<file path="config.mk">
export PLATFORM = sky130hd
export DESIGN_NAME = spi_burst_regs
export DESIGN_NICKNAME = d
export VERILOG_FILES = /design/src/rtl/spi_burst_pkg.sv /design/src/rtl/spi_bit_sync.sv /design/src/rtl/spi_pin_front.sv /design/src/rtl/spi_burst_seq.sv /design/src/rtl/spi_burst_regs.sv
export SDC_FILE = /design/constraint.sdc
export NUM_CORES = 1
export LEC_CHECK = 0
export ABC_AREA = 1
export BUFFER_PORTS_ARGS = -buffer_cell sky130_fd_sc_hd__clkbuf_2
export CORE_UTILIZATION = 64
export CTS_BUF_LIST = sky130_fd_sc_hd__clkbuf_8
export DETAILED_ROUTE_END_ITERATION = 12
export GPL_ROUTABILITY_DRIVEN = 0
export PLACE_DENSITY_LB_ADDON = 0.15
export SLEW_MARGIN = 40
export SYNTH_ARGS = -nofsm -noshare
export SYNTH_HDL_FRONTEND = slang
export SYNTH_HIERARCHICAL = 1
export SYNTH_SLANG_ARGS = --single-unit
</file>
<file path="constraint.sdc">
create_clock -name clk -period 3.85 [get_ports clk]
set_input_delay 0.77 -clock clk [delete_from_list [all_inputs] [get_ports clk]]
set_output_delay 0.77 -clock clk [all_outputs]
set_load 0.05 [all_outputs]
</file>
<file path="src/rtl/spi_burst_pkg.sv">
package spi_burst_pkg;
  typedef enum logic {
    PH_HEADER = 1'b0,
    PH_DATA   = 1'b1
  } phase_t;
endpackage

</file>
<file path="src/rtl/spi_bit_sync.sv">
module spi_bit_sync #(
  parameter int   STAGES  = 2,
  parameter logic RST_VAL = 1'b0
) (
  input  logic clk,
  input  logic rst_n,
  input  logic d,
  output logic q
);
  logic [STAGES-1:0] chain_q;

  always_ff @(posedge clk or negedge rst_n) begin
    if (!rst_n) chain_q <= {STAGES{RST_VAL}};
    else        chain_q <= {chain_q[STAGES-2:0], d};
  end

  assign q = chain_q[STAGES-1];
endmodule

</file>
<file path="src/rtl/spi_pin_front.sv">
module spi_pin_front #(
  parameter int STAGES = 2
) (
  input  logic clk,
  input  logic rst_n,
  input  logic sclk,
  input  logic cs_n,
  input  logic mosi,
  output logic sclk_rise,
  output logic sclk_fall,
  output logic cs_act,
  output logic mosi_s
);
  localparam int         NPINS   = 3;
  localparam logic [2:0] PIN_RST = 3'b010;

  logic [NPINS-1:0] raw;
  logic [NPINS-1:0] synced;
  logic             sclk_prev_q;

  assign raw = {mosi, cs_n, sclk};

  for (genvar g = 0; g < NPINS; g++) begin : g_sync
    spi_bit_sync #(.STAGES(STAGES), .RST_VAL(PIN_RST[g])) i_sync (
      .clk(clk), .rst_n(rst_n), .d(raw[g]), .q(synced[g])
    );
  end

  always_ff @(posedge clk or negedge rst_n) begin
    if (!rst_n) sclk_prev_q <= 1'b0;
    else        sclk_prev_q <= synced[0];
  end

  assign sclk_rise = synced[0] & ~sclk_prev_q;
  assign sclk_fall = ~synced[0] & sclk_prev_q;
  assign cs_act    = ~synced[1];
  assign mosi_s    = synced[2];
endmodule

</file>
<file path="src/rtl/spi_burst_seq.sv">
module spi_burst_seq
  import spi_burst_pkg::*;
#(
  parameter int ADDR_W = 7,
  parameter int DATA_W = 8
) (
  input  logic              clk,
  input  logic              rst_n,
  input  logic              sclk_rise,
  input  logic              sclk_fall,
  input  logic              cs_act,
  input  logic              mosi_s,
  output logic              miso,
  output logic              miso_oe,
  output logic [ADDR_W-1:0] reg_addr,
  output logic              reg_wr,
  output logic [DATA_W-1:0] reg_wdata,
  output logic              reg_rd,
  input  logic [DATA_W-1:0] reg_rdata
);
  localparam int                BIT_W    = $clog2(DATA_W);
  localparam logic [BIT_W-1:0]  LAST_BIT = BIT_W'(DATA_W - 1);

  phase_t              phase_q, phase_d;
  logic                dir_wr_q, dir_wr_d;
  logic                wflag_q, wflag_d;
  logic [BIT_W-1:0]    bit_q, bit_d;
  logic [DATA_W-1:0]   sh_in_q, sh_in_d;
  logic [DATA_W-1:0]   sh_out_q, sh_out_d;
  logic [ADDR_W-1:0]   addr_q, addr_d;
  logic [ADDR_W-1:0]   acc_addr_q, acc_addr_d;
  logic [DATA_W-1:0]   wdata_q, wdata_d;
  logic                wr_q, wr_d;
  logic                rd_q, rd_d;
  logic                load_q;
  logic [DATA_W-1:0]   byte_full;
  logic [ADDR_W-1:0]   addr_inc;

  assign byte_full = {sh_in_q[DATA_W-2:0], mosi_s};
  assign addr_inc  = addr_q + 1'b1;

  always_comb begin
    phase_d    = phase_q;
    dir_wr_d   = dir_wr_q;
    wflag_d    = wflag_q;
    bit_d      = bit_q;
    sh_in_d    = sh_in_q;
    sh_out_d   = sh_out_q;
    addr_d     = addr_q;
    acc_addr_d = acc_addr_q;
    wdata_d    = wdata_q;
    wr_d       = 1'b0;
    rd_d       = 1'b0;
    if (!cs_act) begin
      phase_d  = PH_HEADER;
      wflag_d  = 1'b0;
      bit_d    = '0;
      sh_out_d = '0;
    end else begin
      if (sclk_rise) begin
        sh_in_d = byte_full;
        bit_d   = (bit_q == LAST_BIT) ? '0 : bit_q + 1'b1;
        if (phase_q == PH_HEADER && bit_q == '0 && mosi_s) wflag_d = 1'b1;
        if (bit_q == LAST_BIT) begin
          if (phase_q == PH_HEADER) begin
            phase_d    = PH_DATA;
            dir_wr_d   = byte_full[DATA_W-1];
            addr_d     = byte_full[ADDR_W-1:0];
            acc_addr_d = byte_full[ADDR_W-1:0];
            rd_d       = ~byte_full[DATA_W-1];
          end else if (dir_wr_q) begin
            wr_d       = 1'b1;
            wdata_d    = byte_full;
            acc_addr_d = addr_q;
            addr_d     = addr_inc;
          end else begin
            rd_d       = 1'b1;
            acc_addr_d = addr_inc;
            addr_d     = addr_inc;
          end
        end
      end else if (sclk_fall && bit_q != '0) begin
        sh_out_d = {sh_out_q[DATA_W-2:0], 1'b0};
      end
      if (load_q) sh_out_d = reg_rdata;
    end
  end

  always_ff @(posedge clk or negedge rst_n) begin
    if (!rst_n) begin
      phase_q    <= PH_HEADER;
      dir_wr_q   <= 1'b0;
      wflag_q    <= 1'b0;
      bit_q      <= '0;
      sh_in_q    <= '0;
      sh_out_q   <= '0;
      addr_q     <= '0;
      acc_addr_q <= '0;
      wdata_q    <= '0;
      wr_q       <= 1'b0;
      rd_q       <= 1'b0;
      load_q     <= 1'b0;
    end else begin
      phase_q    <= phase_d;
      dir_wr_q   <= dir_wr_d;
      wflag_q    <= wflag_d;
      bit_q      <= bit_d;
      sh_in_q    <= sh_in_d;
      sh_out_q   <= sh_out_d;
      addr_q     <= addr_d;
      acc_addr_q <= acc_addr_d;
      wdata_q    <= wdata_d;
      wr_q       <= wr_d;
      rd_q       <= rd_d;
      load_q     <= rd_q;
    end
  end

  assign miso_oe   = cs_act & ~wflag_q;
  assign miso      = miso_oe & sh_out_q[DATA_W-1];
  assign reg_addr  = acc_addr_q;
  assign reg_wr    = wr_q;
  assign reg_wdata = wdata_q;
  assign reg_rd    = rd_q;
endmodule

</file>
<file path="src/rtl/spi_burst_regs.sv">
module spi_burst_regs #(
  parameter int ADDR_W      = 7,
  parameter int DATA_W      = 8,
  parameter int SYNC_STAGES = 2
) (
  input  logic              clk,
  input  logic              rst_n,
  input  logic              spi_sclk,
  input  logic              spi_cs_n,
  input  logic              spi_mosi,
  output logic              spi_miso,
  output logic              spi_miso_oe,
  output logic [ADDR_W-1:0] reg_addr,
  output logic              reg_wr,
  output logic [DATA_W-1:0] reg_wdata,
  output logic              reg_rd,
  input  logic [DATA_W-1:0] reg_rdata
);
  logic [1:0] rst_pipe_q;
  logic       rst_int_n;
  logic       sclk_rise, sclk_fall, cs_act, mosi_s;

  always_ff @(posedge clk or negedge rst_n) begin
    if (!rst_n) rst_pipe_q <= 2'b00;
    else        rst_pipe_q <= {rst_pipe_q[0], 1'b1};
  end
  assign rst_int_n = rst_pipe_q[1];

  spi_pin_front #(.STAGES(SYNC_STAGES)) i_front (
    .clk(clk), .rst_n(rst_int_n),
    .sclk(spi_sclk), .cs_n(spi_cs_n), .mosi(spi_mosi),
    .sclk_rise(sclk_rise), .sclk_fall(sclk_fall),
    .cs_act(cs_act), .mosi_s(mosi_s)
  );

  spi_burst_seq #(.ADDR_W(ADDR_W), .DATA_W(DATA_W)) i_seq (
    .clk(clk), .rst_n(rst_int_n),
    .sclk_rise(sclk_rise), .sclk_fall(sclk_fall),
    .cs_act(cs_act), .mosi_s(mosi_s),
    .miso(spi_miso), .miso_oe(spi_miso_oe),
    .reg_addr(reg_addr), .reg_wr(reg_wr), .reg_wdata(reg_wdata),
    .reg_rd(reg_rd), .reg_rdata(reg_rdata)
  );
endmodule

</file>
==> results of run 1 <==
-- final timing paths --
kind                                                               start                                             to  slack (ns)  cells after the start
max reg2reg                i_front/g_sync[1].i_sync/chain_q[1]$_DFF_PN1_                 i_seq/reg_wdata[6]$_DFFE_PN0P_        1.78                      6
min                                              rst_pipe_q[1]$_DFF_PN0_  i_front/g_sync[0].i_sync/chain_q[1]$_DFF_PN0_        0.22                      0
max                        i_front/g_sync[1].i_sync/chain_q[1]$_DFF_PN1_                                       spi_miso        1.51                      4
min in group clk           i_front/g_sync[0].i_sync/chain_q[0]$_DFF_PN0_  i_front/g_sync[0].i_sync/chain_q[1]$_DFF_PN0_        0.36                      0
max in group asynchronous                        rst_pipe_q[1]$_DFF_PN0_                  i_seq/reg_addr[1]$_DFFE_PN0P_        2.88                      1
min reg2reg                                      rst_pipe_q[1]$_DFF_PN0_  i_front/g_sync[0].i_sync/chain_q[1]$_DFF_PN0_        0.22                      0
-- registers in the layout (all words and copies together) (netlist names), 2 cells and up --
name / flops
i_seq/reg_wdata: 8
i_seq/addr_q: 7
i_seq/sh_out_q: 8
rst_pipe_q: 2
i_seq/sh_in_q: 7
i_seq/reg_addr: 7
i_front/g_sync.i_sync/chain_q: 6
i_seq/bit_q: 3
-- cell usage in the layout (no fill, tap or decap), types with 3 or more instances in the layout --
cell type,n
a21oi_1,12
a21oi_2,3
a22oi_1,4
a2bb2oi_1,3
clkbuf_2,31
clkbuf_8,5
dfrtp_1,52
ha_1,4
inv_1,36
nand2_1,39
nand3_1,20
nor2_1,15
o21ai_0,25
o21ai_1,8
or2_2,5
-- per-stage QoR --
| step | power (mW) | util | area [um2] |
|---|---|---|---|
| after detailed placement | 0.692 | 0.708 | 2590 |
| after CTS | 1.00 | 0.732 | 2680 |
| final | 0.991 | 0.732 | 2680 |
| after global placement | 0.689 | 0.708 | 2590 |
| after global routing | 1.03 | 0.732 | 2680 |
| after floorplan | 0.668 | - | 2430 |
-- critical path: cells and delay by family, from the launching register on --
kind | cells | cell delay [ns]
DFF | 1 | 0.37
buffers and inverters | 3 | 0.71
and+or+nand+nor | 1 | 0.19
-- cell type report --
type	instances	area, um2
Clock buffer	5	68.8
Clock inverter	3	18.8
Fill cell	282	981
Inverter	38	145
Multi-Input combinational cell	157	845
Sequential cell	55	1380
Tap cell	48	60.1
Timing Repair Buffer	32	163
-- routing by layer --
layer,track usage,wire [um]
met3,0.0580,174
met1,0.321,2120
met5,0,0
met2,0.383,2010
met4,0.114,73
-- kinds of logic (layout without fill, tap and decap cells) --
group           count (synthesis)  count (layout)  share of synthesized area
flops                          55              55                      0.568
xor+xnor                        1               1                    0.00361
fa+ha+maj                       4               4                     0.0206
simple gates                   86              86                      0.162
buf+inv                        48              78                     0.0840
other cells                     1               1                    0.00154
compound gates                 64              64                      0.155
mux                             1               1                    0.00464
-- power by group --
group,internal [mW],total [mW],switching (mW)
Sequential,0.600,0.622,0.0219
Combinational,0.0177,0.0581,0.0404
Clock,0.128,0.310,0.182
Total,0.746,0.991,0.244
==> metrics.md, run 1 <==
| Metric | Value |
|---|---|
| Root Buffer | clkbuf_8 |
| DRT iter0 DRCs | 156 |
| Leak | 1.39 nW |
| Worst path max stage delay | 0.37 ns |
| Routed Antenna Nets | 0 |
| Max frequency | 0.426 GHz |
| Total Routed Length | 4380 um |
| Pwr/cell area | 370 nW/um2 |
| Die H | 63.6 um |
| Worst hold-check path type | register to asynchronous set/reset pin |
| Max-slew violation count | 0 |
| Netlist cell types | 36 |
| Synth area leaders | dfrtp_1 55%, nand2_1 6.0%, inv_1 5.6%, o21ai_0 5.2%, nand3_1 4.1% |
| Clock sink count | 55 |
| Critical path class | register to output port |
| DP Worst Slack | 1.80 ns |
| Slowest CP cell | dfstp_2 |
| Antenna Diode Count | 0 |
| Final Net Count | 306 |
| Die Footprint | 4040 um2 |
| Setup TNS | 0 ns |
| Outcome | finished, final reports clean |
| RSZ-0062 raised after global routing | false |
| # IOs | 32 |
| Vias in the first global route | 1,679 |
| Initial antenna violation count | 0 |
| Post-synth EDFFs | 0 |
| Warnings from Yosys | 6 |
| Via count | 1,788 |
| Critical Path Fanout Max | 12 |
| Synth top cells by count | 53 x dfrtp_1, 39 x nand2_1, 36 x inv_1 |
| Post-Synthesis Cells | 260 |
| Setup Skew | 0.00730 ns |
| First-pass DRT Iterations | 4 |
| Core Rows | 22 |
| H-Tree Depth | 2 |
| Largest net degree at the start of global routing | 32 |
| Final hold vios | 0 |
| Worst Slack Setup Final | 1.51 ns |
| # DRC | 0 |
| Max-Cap Viols | 0 |
| CP cell instances | inv_1 > inv_1 > nor3_1 > clkbuf_2 |
| Maximum vdd ir drop | 300 uV |
| Final Hold Slack | 0.223 ns |
| Via/cell ratio | 5.29 |
| Count leader, synth | dfrtp_1 |
| FFs w/ async S/R, synth | 1.00 |
| CTS clk-pin slew, worst paths | 0.09 ns |
| Most frequent CP cell | inv_1 |
| Worst setup SP type | register |
| Routed len/inst | 12.9 um |
| CTS buffer count | 5 |
| FF+latch count, synth | 55 |
| Buffers on Ports | 31 |
| Area delta synth->final | 10.4% |
| Die Wd | 63.6 um |
| Post-DP HPWL | 3150 um |
| Initial Util | 0.663 |
| Fin cells | 338 |
| Arr. time, crit path | 1.57 ns |
| GRT Residual Overflow | 0 |
| Post-cts gate resize count | 0 |
| CTS tree | yes |
| Final Cycle Share | 0.609 |
| Share of layout cells above drive strength 1 | 0.203 |
| Placed cells | 330 |
| Clk_lat worst skew | 0.31 ns |
| Total GRT Usage | 0.244 |
| Cts hold-fix bufs | 0 |
| Synth Cell Area | 2430 um2 |
| Worst Path Required | 3.08 ns |
| Total setup buffers inserted after CTS | 0 |
| Syn Nets | 277 |
| Fin crit period | 2.34 ns |
| First-pass GRT wire length | 7400 um |
| CP Capture Type | output port |
| Seq/Total Area, Yosys | 0.568 |
| Longest Clk Path Bufs | 2 |
| Top cell type's share of synthesized area | 0.546 |
| Top cell type by total area after synthesis | dfrtp_1 |
| Core region area | 3660 um2 |
| Synth Area per Inst | 9.34 um2 |
| Synth Flop Type | dfrtp_1 |
| Final setup viols | 0 |
Power figures use the tool's default switching activity.
==> inputs of run 2 (changes only) <==
--- a/config.mk
+++ b/config.mk
@@ -7,7 +7,7 @@
 export LEC_CHECK = 0
 export ABC_AREA = 1
 export BUFFER_PORTS_ARGS = -buffer_cell sky130_fd_sc_hd__clkbuf_2
-export CORE_UTILIZATION = 64
+export CORE_UTILIZATION = 59
 export CTS_BUF_LIST = sky130_fd_sc_hd__clkbuf_8
 export DETAILED_ROUTE_END_ITERATION = 12
 export GPL_ROUTABILITY_DRIVEN = 0
==> constraint.sdc (replaced) <==
create_clock -name clk -period 2.4 [get_ports clk]
set_input_delay 0.48 -clock clk [delete_from_list [all_inputs] [get_ports clk]]
set_output_delay 0.48 -clock clk [all_outputs]
set_load 0.05 [all_outputs]
==> run 2 against run 1 <==
  * Clock power is 91% higher
  * Cell count is 0.30% higher
  * Final area up 1.7%
  * Critical path depth rose by 2
  * Utilization shrank 1.5 points
  * First-iteration DRC count decreased by 3.8%
  * Sequential power rose by 60%
  * Via count increased by 0.28%
  * Non-clock buffer count increased by 1
  * Worst hold slack worse by 0.030 ns
  * Routed wire length grew 1.9%
==> metrics.md, run 2 (synthesized netlist as in run 1, its figures left out) <==
| Metric | Value |
|---|---|
| Longest Clk Path Bufs | 2 |
| Antenna Diode Count | 0 |
| GRT Residual Overflow | 0 |
| Reg2Reg Setup Slack | 0.33 ns |
| Final Hold Slack | 0.193 ns |
| RSZ-0062 raised after global routing | false |
| Buffers on Ports | 31 |
| Total GRT Usage | 0.238 |
| R2r endpoint | i_seq/reg_wdata[6]$_DFFE_PN0P_ |
| Root Buffer | clkbuf_8 |
| Multi-input logic area | 845 um2 |
| Final setup viols | 0 |
| CP cell instances | inv_1 > nand2_2 > nor2_4 > inv_4 > nor2_8 > mux2_2 |
| DRT iter0 DRCs | 150 |
| Core Rows | 22 |
| Die Wd | 66.1 um |
| Worst path depth | 6 |
| Outcome | finished, final reports clean |
| Max frequency | 0.482 GHz |
| First-pass GRT wire length | 7600 um |
| Slowest CP cell | dfstp_2 |
| Worst hold-check path type | register to asynchronous set/reset pin |
| GR Util met3 | 0.0655 |
| Routed len/inst | 13.2 um |
| Arr. time, crit path | 2.27 ns |
| Leak | 1.40 nW |
| Final hold vios | 0 |
| Final Cycle Share | 0.864 |
| Critical Path Fanout Max | 16 |
| Max-slew violation count | 0 |
| R2R depth | 6 |
| Via/cell ratio | 5.29 |
| Post-DP HPWL | 3250 um |
| Worst Path Required | 2.60 ns |
| Die H | 66.1 um |
| Most frequent cells in the layout | 52 x dfrtp_1, 39 x nand2_1, 37 x inv_1 |
| CTS buffer count | 5 |
| Share of layout cells above drive strength 1 | 0.199 |
| Vias in the first global route | 1,657 |
| Storage element area | 1380 um2 |
| Worst setup SP type | register |
| Total setup buffers inserted after CTS | 0 |
| Largest net degree at the start of global routing | 37 |
| Area delta synth->final | 12.3% |
| CTS clk-pin slew, worst paths | 0.09 ns |
| Critical path class | register to register |
| Cell family contributing the most delay on the critical path | simple AND/OR/NAND/NOR gates |
| Most common cell after layout, fill and taps aside | dfrtp_1 |
| CTS tree | yes |
| Routed Antenna Nets | 0 |
| Max-Cap Viols | 0 |
| Pwr/cell area | 620 nW/um2 |
| Initial antenna violation count | 0 |
| Filler cell count | 287 |
| GR met2 Demand/Resource | 0.374 |
| Maximum vdd ir drop | 470 uV |
| # IOs | 32 |
| H-Tree Depth | 2 |
| Final Net Count | 307 |
| Setup Skew | 0.00441 ns |
| Bufs and invs on worst path | 2 |
| # DRC | 0 |
| Grt peak-use layer | met2 |
| GR Layer Usage met1 | 0.325 |
| R2r startpoint | i_front/g_sync[1].i_sync/chain_q[1]$_DFF_PN1_ |
| Die Footprint | 4370 um2 |
| Clk_lat worst skew | 0.31 ns |
| Total Routed Length | 4460 um |
| Critical path origin | i_front/g_sync[1].i_sync/chain_q[1]$_DFF_PN1_ |
| Setup TNS | 0 ns |
| DP Worst Slack | 0.339 ns |
| CP Capture Type | register |
| Worst path max stage delay | 0.37 ns |
| Core region area | 3800 um2 |
| Clock sink count | 55 |
| Via count | 1,793 |
| Worst setup path endpoint | i_seq/reg_wdata[6]$_DFFE_PN0P_ |
| Worst Slack Setup Final | 0.326 ns |
| Fin crit period | 2.07 ns |
| First-pass DRT Iterations | 4 |
| Initial Util | 0.639 |
-- run 2: changes by cell type in the layout (fill, tap and decap cells not counted) --
| cell | delta |
|---|---|
| clkinv_2 | -2 |
| buf_12 | +1 |
| buf_4 | -1 |
| bufinv_16 | +1 |
| clkinvlp_4 | +1 |
| dlygate4sd3_1 | +1 |
| inv_1 | +1 |
| inv_6 | -1 |
-- run 2: timing repair --
| action | in CTS | in global routing |
|---|---|---|
| endpoints found under the hold margin | 2 | 0 |
| resized for setup | 0 | 0 |
| hold buffers | 1 | 0 |
| endpoints found under the setup margin | 0 | 0 |
-- run 2: where the power goes --
part	internal, mW	switching, mW
sequential	0.963	0.0345
combinational	0.0316	0.0665
clock	0.307	0.286
-- run 2: worst reg2reg max path, stage by stage, from the launching register on --
cell and delay [ns]:
dfstp_2 0.37, inv_1 0.26, nand2_2 0.26, nor2_4 0.34
inv_4 0.16, nor2_8 0.22, mux2_2 0.37
-- run 2: layout make-up --
| class | instances | area share |
|---|---|---|
| Sequential cell | 55 | 0.506 |
| Timing Repair Buffer | 33 | 0.0680 |
| Clock buffer | 5 | 0.0253 |
| Tap cell | 48 | 0.0220 |
| Inverter | 38 | 0.0533 |
| Clock inverter | 3 | 0.0152 |
| Multi-Input combinational cell | 157 | 0.310 |
-- run 2: how the worst min path moves through the flow --
stage	slack, ns	to	from
6_report	0.19	i_seq/reg_wdata[7]$_DFFE_PN0P_	rst_pipe_q[1]$_DFF_PN0_
5_1_grt	0.23	i_front/g_sync[1].i_sync/chain_q[0]$_DFF_PN1_	spi_cs_n
4_1_cts	0.20	i_seq/reg_wdata[7]$_DFFE_PN0P_	rst_pipe_q[1]$_DFF_PN0_
3_5_place_dp	0.20	i_front/g_sync[0].i_sync/chain_q[0]$_DFF_PN0_	rst_pipe_q[1]$_DFF_PN0_
3_3_place_gp	0.20	i_front/g_sync[0].i_sync/chain_q[0]$_DFF_PN0_	rst_pipe_q[1]$_DFF_PN0_
2_1_floorplan	0.18	rst_pipe_q[0]$_DFF_PN0_	rst_n
-- run 2: per-layer routing --
layer	wire, um	share of wire	up-vias
met5	0	0	-
met4	48	0.011	0
met3	226	0.051	6
met2	2090	0.47	48
met1	2100	0.47	835
li1	-	-	904
-- run 2: through the flow --
| stage | instances | instance area, um2 | util | total power, mW |
|---|---|---|---|---|
| 4_1_cts | 339 | 2730 | 0.717 | 1.71 |
| 3_5_place_dp | 330 | 2610 | 0.686 | 1.11 |
| 2_1_floorplan | 260 | 2430 | - | 1.07 |
| 3_3_place_gp | 330 | 2610 | 0.686 | 1.11 |
| 5_1_grt | 339 | 2730 | 0.717 | 1.77 |
| 6_report | 339 | 2730 | 0.717 | 1.69 |
==> inputs of run 3 (changes only) <==
--- a/config.mk
+++ b/config.mk
@@ -11,7 +11,7 @@
 export CTS_BUF_LIST = sky130_fd_sc_hd__clkbuf_8
 export DETAILED_ROUTE_END_ITERATION = 12
 export GPL_ROUTABILITY_DRIVEN = 0
-export PLACE_DENSITY_LB_ADDON = 0.15
+export PLACE_DENSITY = 0.87
 export SLEW_MARGIN = 40
 export SYNTH_ARGS = -nofsm -noshare
 export SYNTH_HDL_FRONTEND = slang
==> run 3 against run 2 <==
  * Routed wire length increased by 3.7%
  * Sequential power about the same
  * Die area unchanged
  * Clock power decreased by 20%
  * Non-clock buffer count unchanged
  * Via count increased by 4.2%
  * Cell count unchanged
  * Utilization decreased by 0.69 points
  * Total power decreased by 6.9%
  * Final area decreased by 0.96%
  * Largest cell class unchanged
  * Highest routed layer unchanged
==> metrics.md, run 3 (synthesized netlist as in run 1, its figures left out) <==
| Metric | Value |
|---|---|
| Most frequent cells in the layout | 52 x dfrtp_1, 39 x nand2_1, 38 x inv_1 |
| Switching share of power | 0.241 |
| # DRC | 0 |
| Root Buffer | clkbuf_8 |
| CP Capture Type | register |
| Internal power | 1.19 mW |
| Max-slew violation count | 0 |
| GR Util met3 | 0.0328 |
| Final hold vios | 0 |
| Area delta synth->final | 11.2% |
| Power share of the sequential group | 0.635 |
| DP Worst Slack | 0.337 ns |
| Via/cell ratio | 5.51 |
| Maximum vdd ir drop | 536 uV |
| Clock sink count | 55 |
| Worst Path Required | 2.59 ns |
| Largest net degree at the start of global routing | 39 |
| Critical path class | register to register |
| NetSw | 0.379 mW |
| Initial Util | 0.639 |
| Worst Slack Setup Final | 0.294 ns |
| Finished Cell Area | 2700 um2 |
| First-pass DRT Iterations | 4 |
| Final Cycle Share | 0.877 |
| Filler cell count | 280 |
| Initial antenna violation count | 0 |
| Buffers on Ports | 31 |
| Post-DP HPWL | 3180 um |
| # IOs | 32 |
| CTS buffer count | 5 |
| Die H | 66.1 um |
| Total Routed Length | 4630 um |
| First-pass GRT wire length | 7900 um |
| Share of layout cells above drive strength 1 | 0.196 |
| Fin crit period | 2.11 ns |
| Max-Cap Viols | 0 |
| Slowest CP cell | dfstp_2 |
| Routed len/inst | 13.6 um |
| Die Footprint | 4370 um2 |
| Via count | 1,869 |
| Setup Skew | 0.0108 ns |
| Vias in the first global route | 1,714 |
| CTS clk-pin slew, worst paths | 0.09 ns |
| Clock power frac | 0.300 |
| Cell family contributing the most delay on the critical path | simple AND/OR/NAND/NOR gates |
| Final Net Count | 307 |
| Max frequency | 0.475 GHz |
| Proportion of power drawn by combinational gates | 0.065 |
| Grt peak-use layer | met2 |
| Leak | 1.39 nW |
| Critical Path Fanout Max | 16 |
| Final setup viols | 0 |
| Outcome | finished, final reports clean |
| DRT iter0 DRCs | 234 |
| CP cell instances | inv_1 > nand2_2 > nor2_4 > inv_4 > nor2_8 > mux2_2 |
| Worst hold-check path type | register to asynchronous set/reset pin |
| CTS tree | yes |
| GRT Residual Overflow | 0 |
| Longest Clk Path Bufs | 2 |
| Final Hold Slack | 0.178 ns |
| Bufs and invs on worst path | 2 |
| Core region area | 3800 um2 |
| H-Tree Depth | 2 |
| Setup TNS | 0 ns |
| RSZ-0062 raised after global routing | false |
| Antenna Diode Count | 0 |
| Most common cell after layout, fill and taps aside | dfrtp_1 |
| Clk_lat worst skew | 0.30 ns |
| Die Wd | 66.1 um |
| Cell Area, Placed | 2610 um2 |
| Total GRT Usage | 0.243 |
| Worst setup SP type | register |
| Worst path max stage delay | 0.37 ns |
| GR met2 Demand/Resource | 0.364 |
| Core Rows | 22 |
| Pwr/cell area | 582 nW/um2 |
| Routed Antenna Nets | 0 |
| GR Layer Usage met1 | 0.347 |
| Arr. time, crit path | 2.30 ns |
==> run 3: stage by stage <==
step	power (mW)	std cells	util
floorplan	1.07	260	-
global placement	1.11	330	0.686
detailed placement	1.11	330	0.686
CTS	1.59	339	0.710
global route	1.64	339	0.710
finish	1.57	339	0.710
==> run 3: path summary, 6_finish.rpt <==
path                       slack [ns]                                             to  cells after the start                                          start
max in group asynchronous        1.69                    i_seq/addr_q[6]$_DFFE_PN0P_                      1                        rst_pipe_q[1]$_DFF_PN0_
setup / recovery                 0.29                 i_seq/reg_wdata[6]$_DFFE_PN0P_                      6  i_front/g_sync[1].i_sync/chain_q[1]$_DFF_PN1_
setup reg to reg                 0.29                 i_seq/reg_wdata[6]$_DFFE_PN0P_                      6  i_front/g_sync[1].i_sync/chain_q[1]$_DFF_PN1_
hold reg to reg                  0.18                      i_seq/wflag_q$_DFFE_PN0P_                      0                        rst_pipe_q[1]$_DFF_PN0_
min in group clk                 0.26  i_front/g_sync[1].i_sync/chain_q[0]$_DFF_PN1_                      1                                       spi_cs_n
hold / removal                   0.18                      i_seq/wflag_q$_DFFE_PN0P_                      0                        rst_pipe_q[1]$_DFF_PN0_
==> run 3: power groups by stage <==
| stage | combinational [mW] | clock (mW) | sequential [mW] |
|---|---|---|---|
| after floorplan | 0.0589 | 0 | 1.01 |
| after global placement | 0.0946 | 0 | 1.01 |
| after CTS | 0.105 | 0.490 | 0.997 |
| after global routing | 0.117 | 0.522 | 1.00 |
| after detailed placement | 0.101 | 0 | 1.01 |
| final | 0.103 | 0.472 | 0.998 |
==> run 3: cell type report <==
cell class | instances | area, um2 | area share
inverter | 38 | 145 | 0.0538
multi-input combinational | 157 | 845 | 0.313
clock buffer | 5 | 68.8 | 0.0255
sequential | 55 | 1380 | 0.511
clock inverter | 3 | 15.0 | 0.00556
tap | 48 | 60.1 | 0.0223
timing repair buffer | 33 | 185 | 0.0686
==> run 3: worst reg2reg max path, cell delays in order, from the launching register on <==
cell and delay, ns:
dfstp_2 0.37, inv_1 0.26, nand2_2 0.27, nor2_4 0.35, inv_4 0.16, nor2_8 0.23, mux2_2 0.36
==> run 3: what timing repair did <==
item | 4_1_cts | 5_1_grt
endpoints found under the setup margin | 0 | 0
setup buffers | 0 | 0
hold endpoints to repair | 2 | 0
gates resized for setup | 0 | 0
hold buffers | 1 | 0
==> run 3: routing by layer <==
metal	vias to the layer above	wire length [um]	part of all wire
li1	898	-	-
met1	892	2060	0.45
met2	71	2240	0.48
met3	8	247	0.053
met4	0	79	0.017
met5	-	0	0
